[src/rtl/ptimer_pkg.sv]
package ptimer_pkg;

  // register byte offsets
  localparam logic [7:0] OFS_CLKCFG = 8'h00;
  localparam logic [7:0] OFS_RUNCFG = 8'h0C;
  localparam logic [7:0] OFS_COUNT  = 8'h18;
  localparam logic [7:0] OFS_LIMIT  = 8'h24;
  localparam logic [7:0] OFS_EVENT  = 8'h54;
  localparam logic [7:0] OFS_EVMASK = 8'h60;

  localparam int EXP_W = 4;
  localparam int PSC_W = (1 << EXP_W) + 1;

  typedef struct packed {
    logic             src_sel;
    logic [EXP_W-1:0] exp;
    logic             psc_en;
  } clkcfg_t;

  typedef struct packed {
    logic       aux5;
    logic [1:0] aux32;
    logic       iv_mode;
    logic       stop;
  } runcfg_t;

  // last prescaler phase for a divide of 2^(e+1)
  function automatic logic [PSC_W-1:0] psc_last(input logic [EXP_W-1:0] e);
    logic [EXP_W:0] sh;
    sh = {1'b0, e} + 1'b1;
    return (PSC_W'(1) << sh) - PSC_W'(1);
  endfunction

endpackage

[src/rtl/ptimer_presc.sv]
module ptimer_presc
  import ptimer_pkg::*;
(
  input  logic             clk,
  input  logic             rst_n,
  input  logic             run,
  input  logic             psc_en,
  input  logic [EXP_W-1:0] exp,
  input  logic             restart,
  output logic             tick
);

  logic [PSC_W-1:0] phase_q;
  logic             hit;

  assign hit  = !psc_en || (phase_q >= psc_last(exp));
  assign tick = run && hit;

  always_ff @(posedge clk or negedge rst_n) begin
    if (!rst_n)       phase_q <= '0;
    else if (restart) phase_q <= '0;
    else if (run)     phase_q <= hit ? '0 : phase_q + 1'b1;
  end

  // a divide of at least 2 never ticks twice in a row
  AST_TICK_SPACED: assert property (@(posedge clk) disable iff (!rst_n)
    (tick && psc_en && !restart) |=> (!tick || !psc_en || $past(restart)));

endmodule

[src/rtl/ptimer_count.sv]
module ptimer_count #(
  parameter int CNT_W = 16
) (
  input  logic             clk,
  input  logic             rst_n,
  input  logic             tick,
  input  logic             iv_mode,
  input  logic [CNT_W-1:0] limit,
  input  logic             restart,
  output logic [CNT_W-1:0] cnt,
  output logic             evt
);

  logic [CNT_W-1:0] cnt_q;

  function automatic logic [CNT_W-1:0] next_value(input logic [CNT_W-1:0] c,
                                                  input logic [CNT_W-1:0] lim,
                                                  input logic iv);
    if (iv && c == lim) return '0;
    return c + 1'b1;
  endfunction

  assign evt = tick && iv_mode && (cnt_q == limit);
  assign cnt = cnt_q;

  always_ff @(posedge clk or negedge rst_n) begin
    if (!rst_n)       cnt_q <= '0;
    else if (restart) cnt_q <= '0;
    else if (tick)    cnt_q <= next_value(cnt_q, limit, iv_mode);
  end

  AST_RESTART_ZERO: assert property (@(posedge clk) disable iff (!rst_n)
    restart |=> (cnt_q == '0));
  AST_HOLD_NO_TICK: assert property (@(posedge clk) disable iff (!rst_n)
    (!tick && !restart) |=> $stable(cnt_q));
  AST_EVT_WRAPS: assert property (@(posedge clk) disable iff (!rst_n)
    (evt && !restart) |=> (cnt_q == '0));

endmodule

[src/rtl/ptimer_regs.sv]
module ptimer_regs
  import ptimer_pkg::*;
#(
  parameter int CNT_W  = 16,
  parameter int ADDR_W = 8
) (
  input  logic              clk,
  input  logic              rst_n,
  input  logic              bus_sel,
  input  logic              bus_wr,
  input  logic [ADDR_W-1:0] bus_addr,
  input  logic [31:0]       bus_wdata,
  input  logic [CNT_W-1:0]  cnt_val,
  input  logic              evt,
  output logic [31:0]       bus_rdata,
  output clkcfg_t           clkcfg,
  output runcfg_t           runcfg,
  output logic [CNT_W-1:0]  limit,
  output logic              restart,
  output logic              irq
);

  clkcfg_t          clkcfg_q;
  runcfg_t          runcfg_q;
  logic [CNT_W-1:0] limit_q;
  logic             status_q;
  logic             evmask_q;
  logic             rd_evt;
  logic             wdata_unused;

  function automatic logic wr_to(input logic [ADDR_W-1:0] a, input logic s,
                                 input logic w, input logic [7:0] ofs);
    return s && w && (a == ADDR_W'(ofs));
  endfunction

  assign wdata_unused = ^bus_wdata;
  assign rd_evt  = bus_sel && !bus_wr && (bus_addr == ADDR_W'(OFS_EVENT));
  assign restart = wr_to(bus_addr, bus_sel, bus_wr, OFS_RUNCFG) && bus_wdata[4];

  always_ff @(posedge clk or negedge rst_n) begin
    if (!rst_n) begin
      clkcfg_q <= '0;
      runcfg_q <= '0;
      limit_q  <= '0;
      evmask_q <= 1'b0;
      status_q <= 1'b0;
    end else begin
      if (wr_to(bus_addr, bus_sel, bus_wr, OFS_CLKCFG)) clkcfg_q <= clkcfg_t'(bus_wdata[5:0]);
      if (wr_to(bus_addr, bus_sel, bus_wr, OFS_RUNCFG))
        runcfg_q <= runcfg_t'({bus_wdata[5], bus_wdata[3:0]});
      if (wr_to(bus_addr, bus_sel, bus_wr, OFS_LIMIT))  limit_q  <= bus_wdata[CNT_W-1:0];
      if (wr_to(bus_addr, bus_sel, bus_wr, OFS_EVMASK)) evmask_q <= bus_wdata[0];
      if (evt)         status_q <= 1'b1;
      else if (rd_evt) status_q <= 1'b0;
    end
  end

  always_comb begin
    bus_rdata = '0;
    if (bus_sel && !bus_wr) begin
      case (bus_addr)
        ADDR_W'(OFS_CLKCFG): bus_rdata = 32'(clkcfg_q);
        ADDR_W'(OFS_RUNCFG): bus_rdata = {26'd0, runcfg_q.aux5, 1'b0, runcfg_q.aux32,
                                          runcfg_q.iv_mode, runcfg_q.stop};
        ADDR_W'(OFS_COUNT):  bus_rdata = 32'(cnt_val);
        ADDR_W'(OFS_LIMIT):  bus_rdata = 32'(limit_q);
        ADDR_W'(OFS_EVENT):  bus_rdata = {31'd0, status_q};
        ADDR_W'(OFS_EVMASK): bus_rdata = {31'd0, evmask_q};
        default:             bus_rdata = '0;
      endcase
    end
  end

  assign clkcfg = clkcfg_q;
  assign runcfg = runcfg_q;
  assign limit  = limit_q;
  assign irq    = status_q && evmask_q;

  AST_EVT_PENDING: assert property (@(posedge clk) disable iff (!rst_n)
    evt |=> status_q);
  AST_READ_CLEARS: assert property (@(posedge clk) disable iff (!rst_n)
    (rd_evt && !evt) |=> !status_q);
  AST_IRQ_NEEDS_EVENT: assert property (@(posedge clk) disable iff (!rst_n)
    (!status_q && !evt) |=> !irq);

endmodule

[src/rtl/ptimer_chan.sv]
module ptimer_chan
  import ptimer_pkg::*;
#(
  parameter int CNT_W  = 16,
  parameter int ADDR_W = 8
) (
  input  logic              clk,
  input  logic              rst_n,
  input  logic              bus_sel,
  input  logic              bus_wr,
  input  logic [ADDR_W-1:0] bus_addr,
  input  logic [31:0]       bus_wdata,
  output logic [31:0]       bus_rdata,
  output logic              irq
);

  clkcfg_t          clkcfg;
  runcfg_t          runcfg;
  logic [CNT_W-1:0] limit;
  logic [CNT_W-1:0] cnt;
  logic             restart;
  logic             tick;
  logic             evt;

  ptimer_regs #(.CNT_W(CNT_W), .ADDR_W(ADDR_W)) regs_i (
    .clk(clk), .rst_n(rst_n), .bus_sel(bus_sel), .bus_wr(bus_wr),
    .bus_addr(bus_addr), .bus_wdata(bus_wdata), .cnt_val(cnt), .evt(evt),
    .bus_rdata(bus_rdata), .clkcfg(clkcfg), .runcfg(runcfg), .limit(limit),
    .restart(restart), .irq(irq)
  );

  ptimer_presc presc_i (
    .clk(clk), .rst_n(rst_n), .run(!runcfg.stop), .psc_en(clkcfg.psc_en),
    .exp(clkcfg.exp), .restart(restart), .tick(tick)
  );

  ptimer_count #(.CNT_W(CNT_W)) count_i (
    .clk(clk), .rst_n(rst_n), .tick(tick), .iv_mode(runcfg.iv_mode),
    .limit(limit), .restart(restart), .cnt(cnt), .evt(evt)
  );

  logic src_unused;
  assign src_unused = clkcfg.src_sel;

endmodule

[config.mk]
export PLATFORM = sky130hd
export DESIGN_NAME = ptimer_chan
export DESIGN_NICKNAME = d
export VERILOG_FILES = /design/src/rtl/ptimer_pkg.sv /design/src/rtl/ptimer_presc.sv /design/src/rtl/ptimer_count.sv /design/src/rtl/ptimer_regs.sv /design/src/rtl/ptimer_chan.sv
export SDC_FILE = /design/constraint.sdc
export NUM_CORES = 1
export LEC_CHECK = 0
export CAP_MARGIN = 20
export CORE_ASPECT_RATIO = 1.5
export CORE_UTILIZATION = 50
export DETAILED_ROUTE_END_ITERATION = 7
export PLACE_DENSITY = 0.88
export SYNTH_ARGS = -nofsm -noshare
export SYNTH_HDL_FRONTEND = slang
export SYNTH_SLANG_ARGS = --single-unit
[constraint.sdc]
create_clock -name clk -period 4.75 [get_ports clk]
set_input_delay 0.95 -clock clk [delete_from_list [all_inputs] [get_ports clk]]
set_output_delay 0.95 -clock clk [all_outputs]
set_load 0.05 [all_outputs]
; ---- Word level (Yosys, flattened, before mapping)
; Cells that the tools add are included.
[totals]
latch_bits = 0
ramBits = 0
wordCells = 59
register_bits = 62
mem_count = 0
output_inout_bits = 33
mem_bits_ro = 0
input_bits = 44
[classes]
n_mul = 0
addsub = 4
reduce_logical = 20
shifts = 1
muxes = 14
n_div = 0
n_lt_le_gt_ge = 1
bitwise_logic = 0
eq_ne = 7
[ops]
columns = operator, count
row1 = 16-bit case mux with 6 select lines, 1
row2 = 16-bit two-way mux, 5
row3 = 17-bit two-way mux, 3
row4 = "17-bit by 1-bit adder with 17-bit output, second input constant", 1
row5 = 17-bit greater-or-equal comparator, 1
row6 = "1-bit by 5-bit left shift with 17-bit output, first input constant", 1
row7 = "17-bit by 2-bit subtractor with 17-bit output, second input constant", 1
row8 = "16-bit by 1-bit adder with 16-bit output, second input constant", 1
row9 = 16-bit equality test, 1
row10 = "8-bit by 7-bit equality test with 1-bit output, second input constant", 2
row11 = 1-bit logical AND, 13
row12 = "8-bit by 4-bit equality test with 1-bit output, second input constant", 1
row13 = "8-bit by 5-bit equality test with 1-bit output, second input constant", 1
row14 = "8-bit by 6-bit equality test with 1-bit output, second input constant", 1
row15 = 8-bit logical NOT, 1
row16 = "4-bit by 1-bit adder with 5-bit output, second input constant", 1
row17 = 1-bit two-way mux, 5
row18 = 2-bit nonzero test, 2
row19 = 1-bit logical NOT, 3
row20 = "2-bit by 1-bit != test with 1-bit output, second input constant", 1
row21 = 1-bit logical OR, 1

; ---- Longest topological paths before layout
; Gate-level depths: netlist of the first run.
[depth]
depth_word = 11
ltp_mapped = 18
ltp_nobuf = 15

; ---- Hierarchy
; A second synthesis of the first run with hierarchy kept.
[hier_totals]
hier_cells = 497
hier_area_um2 = 4648.2
[modules_own_cells]
columns = mod, area_per_inst_um2, seq_area_each_um2, cells_each, n_inst
row1 = ptimer_regs, 1959.4, 725.7, 180, 1
row2 = ptimer_presc, 1692.9, 425.4, 209, 1
row3 = ptimer_count, 992.2, 400.4, 107, 1
row4 = ptimer_chan, 3.8, 0.0, 1, 1

; ---- Worst setup path after synthesis of the first run
; OpenSTA, ideal clock, no wires.
[synth_timing]
path_kind = input to output
start = in bus_addr[5]
end = out bus_rdata[10]
path_buffers = 1
required_time_ps = 3800
path_slack_ps = 1054
cell_stages = 7
arrival_time_ps = 2746
cell_sequence = nand2b_1 > or2_2 > nor4_4 > or3_4 > o21bai_4 > buf_6 > nor2_1
[synth_between]
elab_chain_cells = 3
[synth_lines]
columns = element, line_no
row1 = from (decl), ptimer_chan.sv:11  ; input logic [ADDR_W-1:0] bus_addr,
row2 = "8-bit by 7-bit equality test with 1-bit output, or another cell as far along", ptimer_regs.sv:61  ; case (bus_addr)
row3 = 16-bit case mux with 6 select lines (*), ptimer_regs.sv:61
row4 = 16-bit two-way mux (*), ptimer_regs.sv:60  ; if (bus_sel && !bus_wr) begin
row5 = to (decl), ptimer_chan.sv:13  ; output logic [31:0] bus_rdata,
; Every way passes the cells marked *; elsewhere a longest branch is shown, timed or not.

; ---- Worst setup path after layout of the first run
[layout_timing]
start = in bus_addr[2]
end = out bus_rdata[1]
; Same word-level chain as after synthesis.

==> results.py, run 1 <==
metrics = {
    "setup_path": {
        "required_ns": 3.80,
        "ff2ff_path_depth": 14,
        "cp_max_fo": 15,
        "worstSetupPathType": "in2out",
        "start_kind": "input pin",
        "end_kind": "primary output",
        "arrival_ns": 3.28,
    },
    "layout": {
        "multi_input_area_sq_mm": 0.00255,
        "drive_gt1_share_pct": 15.9,
        "syn_to_final_growth_pct": 19.9,
        "utilization_pct": 61.8,
        "fill_cells": 624,
        "finalInstanceArea_sq_mm": 0.00516,
        "fin_nets": 556,
        "regArea_sq_mm": 0.00155,
        "antenna_cells": 0,
        "final_cells": 603,
    },
    "synthesis": {
        "yosys.area.top_type": "dfrtp_1",
        "async_flop_share_pct": 100,
        "synth_area_leaders": "dfrtp_1 36%, mux2_2 6.8%, xor2_1 6.1%, ha_1 5.8%, nor2_1 4.0%",
        "syn_inst": 457,
        "synth_commonest_cells": "62 x dfrtp_1, 46 x nor2_1, 30 x xor2_1, 26 x mux2_2, 26 x nand2_1",
        "avgSynthCellArea_sq_um": 9.42,
        "synth-edff-count": 0,
        "ys_types": 65,
        "synth_top_area_share_pct": 36.0,
        "synth_area_sq_mm": 0.00431,
        "yosys_most_used_dff": "dfrtp_1",
        "synth_most_common_cell": "dfrtp_1",
        "synth_seq_cells": 62,
        "synth_sequential_area_ratio_pct": 36.0,
        "synth_warnings": 0,
    },
    "route": {
        "ant_nets": 0,
        "wl_per_cell_um": 18.2,
        "via_per_inst": 6.27,
        "drt_iter0_markers": 342,
        "drcViolationCount": 0,
        "drt-total-wl_um": 11000,
        "dr.pass1.iters": 5,
        "vias": 3781,
    },
    "clock_tree": {
        "root_buffer": "clkbuf_16",
        "clkTransAtPathRegs_ns": 0.05,
        "cts.sinks": 62,
        "cts_tree": "yes",
        "clkLatencyLatePin_ns": 0.33,
        "clock_path_buffers": 2,
        "postCtsHoldBufs": 0,
        "postCtsSetupBuffers": 0,
        "cts_resized": 0,
        "numCtsBuffers": 9,
        "cts_max_level": 3,
    },
    "hold_path": {
        "holdPathStages": 1,
        "hold_class": "reg2reg",
    },
    "grt": {
        "grt_max_degree": 41,
        "overflow": 0,
        "antenna_found_initial": 0,
        "grt_pass1_vias": 3883,
        "grt_use_total_pct": 26.0,
        "grt_first_pass_wirelength_um": 17900,
    },
    "power_and_ir_drop": {
        "cellLeakagePower_nw": 2.26,
        "internal_power_mw": 1.06,
        "p_per_area_mw_per_mm2": 290,
        "power_frac_clock_pct": 39.7,
        "seq_power_share_pct": 43.2,
        "p_sw_share_pct": 29.5,
        "p_total_mw": 1.50,
        "ir_worst_vdd_uv": 291,
        "switchingPower_uw": 442,
        "combPwrFrac_pct": 17.1,
    },
    "timing": {
        "setup_viol": 0,
        "slew_viol_final": 0,
        "rsz0062_at_grt": "false",
        "worst_pin_slew_ns": 0.593,
        "tns_ns": 0,
        "fmax_ghz": 0.237,
        "fin_crit_sh_pct": 89.0,
        "hold_viol": 0,
        "clock_skew_ns": 0.00456,
        "period_minus_slack_ns": 4.23,
        "relSlewSlack_pct": 60.5,
    },
    "die": {
        "core_region_area_sq_mm": 0.00836,
        "die_y_um": 116,
        "pin_count": 77,
        "rows": 41,
        "dieArea_sq_mm": 0.00900,
        "start_util_pct": 51.5,
        "die_w_um": 77.8,
    },
    "placed_design": {
        "dp.final_hpwl_um": 7930,
        "numPortBuffers": 44,
        "placed_area_sq_mm": 0.00490,
        "placed_cells": 588,
        "gp_congestion": 0.900,
    },
    "flow_run": {
        "drv_cap": 0,
    },
    "outcome": {
        "status": "completed",
    },
}
==> worst max-delay path, stage by stage <==
cell	delay [ns]
clkdlybuf4s50_1	0.52
and4bb_2	0.32
and2_0	0.29
or3_4	0.45
o21bai_4	0.37
a21oi_1	0.17
buf_12	0.19
==> cells in the final DEF (no fill, tap or decap), types with 4 or more instances in the layout <==
| cell | instances |
|---|---|
| conb_1 | 18 |
| clkdlybuf4s50_1 | 27 |
| and3_1 | 8 |
| o22ai_1 | 9 |
| ha_1 | 20 |
| nor3_1 | 7 |
| nand4_1 | 9 |
| buf_4 | 5 |
| clkbuf_16 | 9 |
| nor2b_1 | 7 |
| o21ai_0 | 7 |
| a22o_1 | 9 |
| a22oi_1 | 21 |
| inv_1 | 6 |
| and4_1 | 4 |
| nand2_1 | 26 |
| a21oi_1 | 17 |
| buf_12 | 16 |
| nand2b_1 | 5 |
| nand3_1 | 25 |
| dfrtp_1 | 62 |
| mux2_2 | 26 |
| nor4_1 | 7 |
| xor2_1 | 30 |
| a211o_1 | 4 |
| nor2_1 | 46 |
==> cells by family after synthesis <==
kind of cell,Yosys count,share of synthesized area (%)
mux,29,7.58
simple gates,167,21.1
fa+ha+maj,20,5.81
buf+inv,47,6.04
flops,62,36.0
xor+xnor,33,6.71
compound gates,97,16.5
other cells,2,0.174
==> layer usage <==
layer	track usage (%)	up-vias	wire (um)	part of all wire, %
met5	0	-	0	0
met4	19.2	0	562	5.1
met3	4.80	52	620	5.7
met2	47.9	201	5850	53
met1	25.9	1800	3920	36
li1	-	1728	-	-
==> flip-flops by register name, indices dropped and copies added (netlist names) <==
register,flops
presc_i.phase_q,17
count_i.cnt,16
regs_i.limit,16
regs_i.clkcfg,6
regs_i.runcfg,5
regs_i.evmask_q,1
regs_i.status_q,1
==> power groups by stage <==
stage	clock network [mW]	logic (mW)	registers, mW
6_report	0.595	0.256	0.647
5_1_grt	0.623	0.282	0.651
4_1_cts	0.599	0.255	0.644
3_5_place_dp	0	0.250	0.651
3_3_place_gp	0	0.236	0.647
2_1_floorplan	0	0.217	0.604
==> metrics by stage <==
stage / hold slack (ns) / setup WS [ns]
after floorplan: 0.472 / 1.05
after global routing: 0.531 / 0.261
after global placement: 0.487 / 0.620
final: 0.507 / 0.525
after CTS: 0.507 / 0.548
after detailed placement: 0.496 / 0.544
==> worst paths after layout <==
path / from / end / slack (ns)
worst max register to register: regs_i.clkcfg[4] / count_i.cnt[0] / 0.56
worst min-delay path: regs_i.runcfg[3] / regs_i.runcfg[3] / 0.51
worst max-delay path: bus_addr[2] / bus_rdata[1] / 0.52
max in group asynchronous: rst_n / regs_i.limit[4] / 3.24
worst min register to register: regs_i.runcfg[3] / regs_i.runcfg[3] / 0.51
min in group asynchronous: rst_n / count_i.cnt[9] / 0.60
==> cell type report <==
type / instances / area share (%)
Clock buffer: 14 / 5.11
Timing Repair Buffer: 49 / 12.3
Multi-Input combinational cell: 364 / 49.5
Sequential cell: 62 / 30.0
Tap cell: 107 / 2.59
Clock inverter: 1 / 0.0969
Inverter: 6 / 0.436
No activity file was read; power rests on OpenSTA's default activity.
==> run 2, diff against run 1 <==
Settings changed: CELL_PAD_IN_SITES_DETAIL_PLACEMENT set to 1, CELL_PAD_IN_SITES_GLOBAL_PLACEMENT set to 1, CORE_UTILIZATION 50 to 44, CTS_BUF_LIST set to sky130_fd_sc_hd__clkbuf_16, PLACE_DENSITY 0.88 to 0.95.
==> results.py, run 2 (same netlist as run 1, synthesis figures left out) <==
metrics = {
    "placed_design": {
        "post-place-ws_ns": 0.492,
        "dp.final_hpwl_um": 9850,
        "numPortBuffers": 44,
        "placed_area_sq_mm": 0.00490,
        "gp_congestion": 0.855,
    },
    "layout": {
        "syn_to_final_growth_pct": 20.3,
        "drive_gt1_share_pct": 16.3,
        "finalInstanceArea_sq_mm": 0.00518,
        "largest_reg_flops": 17,
        "final_common_cell": "dfrtp_1",
        "regMostFlops": "presc_i.phase_q",
        "final_cell_mix": "62 x dfrtp_1, 46 x nor2_1, 30 x xor2_1, 27 x clkdlybuf4s50_1",
        "antenna_cells": 0,
        "utilization_pct": 55.3,
        "fin_nets": 556,
    },
    "setup_path": {
        "crit_path_top_delay_cell": "clkdlybuf4s50_1",
        "r2r-start": "regs_i.clkcfg[4]",
        "worstSetupPathType": "in2out",
        "reg2reg_to": "count_i.cnt[0]",
        "critPathMaxStageDelay_ns": 0.61,
        "required_ns": 3.80,
        "end_kind": "primary output",
        "path_buf_inv": 2,
        "ff2ff_path_depth": 14,
        "arrival_ns": 3.37,
        "path_cells": "clkdlybuf4s50_1 -> nor4_4 -> and2_0 -> or3_4 -> o21bai_4 -> a21oi_1 -> buf_12",
        "cp_max_fo": 15,
        "reg2reg_slack_ns": 0.53,
        "start_kind": "input pin",
        "crit_family": "simple AND/OR/NAND/NOR gates",
    },
    "die": {
        "die_y_um": 123,
        "core_region_area_sq_mm": 0.00936,
        "die_w_um": 82.8,
        "rows": 43,
        "start_util_pct": 46.0,
        "pin_count": 77,
        "dieArea_sq_mm": 0.0102,
    },
    "power_and_ir_drop": {
        "switchingPower_uw": 505,
        "seq_power_share_pct": 41.6,
        "p_per_area_mw_per_mm2": 305,
        "ir_worst_vdd_uv": 317,
        "power_frac_clock_pct": 40.7,
        "cellLeakagePower_nw": 2.26,
        "combPwrFrac_pct": 17.7,
        "internal_power_mw": 1.07,
        "p_sw_share_pct": 32.0,
    },
    "clock_tree": {
        "cts_max_level": 3,
        "clock_path_buffers": 2,
        "clkTransAtPathRegs_ns": 0.05,
        "postCtsSetupBuffers": 0,
        "clkLatencyLatePin_ns": 0.35,
        "numCtsBuffers": 9,
        "root_buffer": "clkbuf_16",
        "postCtsHoldBufs": 0,
        "cts.sinks": 62,
        "cts_tree": "yes",
        "cts_resized": 0,
    },
    "timing": {
        "hold_viol": 0,
        "relSlewSlack_pct": 45.1,
        "setup_viol": 0,
        "period_minus_slack_ns": 4.32,
        "tns_ns": 0,
        "rsz0062_at_grt": "false",
        "fmax_ghz": 0.231,
        "fin_crit_sh_pct": 91.0,
        "fin_ws_ns": 0.428,
        "clock_skew_ns": 0.00847,
        "slew_viol_final": 0,
        "worst_pin_slew_ns": 0.823,
    },
    "route": {
        "drcViolationCount": 0,
        "wl_per_cell_um": 23.9,
        "dr.pass1.iters": 5,
        "drt_iter0_markers": 294,
        "ant_nets": 0,
        "drt-total-wl_um": 14500,
        "via_per_inst": 6.51,
        "vias": 3958,
    },
    "hold_path": {
        "hold_path_end": "regs_i.runcfg[4]",
        "hold_class": "reg2reg",
        "holdPathStages": 1,
        "min_from": "regs_i.runcfg[4]",
    },
    "grt": {
        "overflow": 0,
        "grt_first_pass_wirelength_um": 22800,
        "grt_use_total_pct": 31.0,
        "antenna_found_initial": 0,
        "grt_max_degree": 63,
        "grt_pass1_vias": 4231,
    },
    "flow_run": {
        "drv_cap": 0,
    },
    "outcome": {
        "status": "completed",
    },
}
==> run 2: cell types whose count changed in the layout (fill, tap and decap cells not counted) <==
cell,change
bufinv_16,+1
clkbuf_1,-3
clkinv_1,+1
clkbuf_8,-2
clkinv_2,+3
==> run 2: worst max-delay path by stage <==
stage	startpoint	endpoint	slack, ns	cells after the start
4_1_cts	bus_addr[6]	bus_rdata[4]	0.44	7
2_1_floorplan	bus_addr[5]	bus_rdata[10]	1.05	7
5_1_grt	regs_i.clkcfg[4]	count_i.cnt[0]	0.22	14
3_5_place_dp	bus_addr[6]	bus_rdata[2]	0.49	7
3_3_place_gp	bus_addr[2]	bus_rdata[2]	0.60	7
6_report	bus_addr[6]	bus_rdata[4]	0.43	7
==> run 2: area by class of cell <==
type                    count  area [sq um]
fillers                  1038          4180
multi-input cells         364          2550
flip-flops and latches     62          1550
repair buffers             49           633
clock buffers               9           225
well taps                 112           140
clock inverters             6          53.8
inverters                   6          22.5
==> run 2: power groups by stage <==
stage,sequential (mW),combinational (mW),clock [mW]
2_1_floorplan,0.604,0.217,0
3_3_place_gp,0.648,0.239,0
3_5_place_dp,0.656,0.264,0
4_1_cts,0.650,0.277,0.651
5_1_grt,0.658,0.297,0.671
6_report,0.657,0.280,0.643
==> run 2: per-stage QoR <==
| stage | cells | power [mW] | hold slack [ns] |
|---|---|---|---|
| global route | 608 | 1.63 | 0.536 |
| detailed placement | 593 | 0.919 | 0.504 |
| global placement | 593 | 0.887 | 0.487 |
| floorplan | 473 | 0.821 | 0.472 |
| CTS | 608 | 1.58 | 0.516 |
| finish | 608 | 1.58 | 0.524 |
==> run 2: per-layer routing <==
layer | part of all wire, % | wire (um) | GRT usage [%] | vias to the layer above
li1 | - | - | - | 1724
met1 | 36 | 5160 | 33.5 | 1977
met2 | 53 | 7750 | 53.3 | 188
met3 | 4.8 | 702 | 6.27 | 69
met4 | 6.3 | 922 | 20.6 | 0
met5 | 0 | 0 | 0 | -
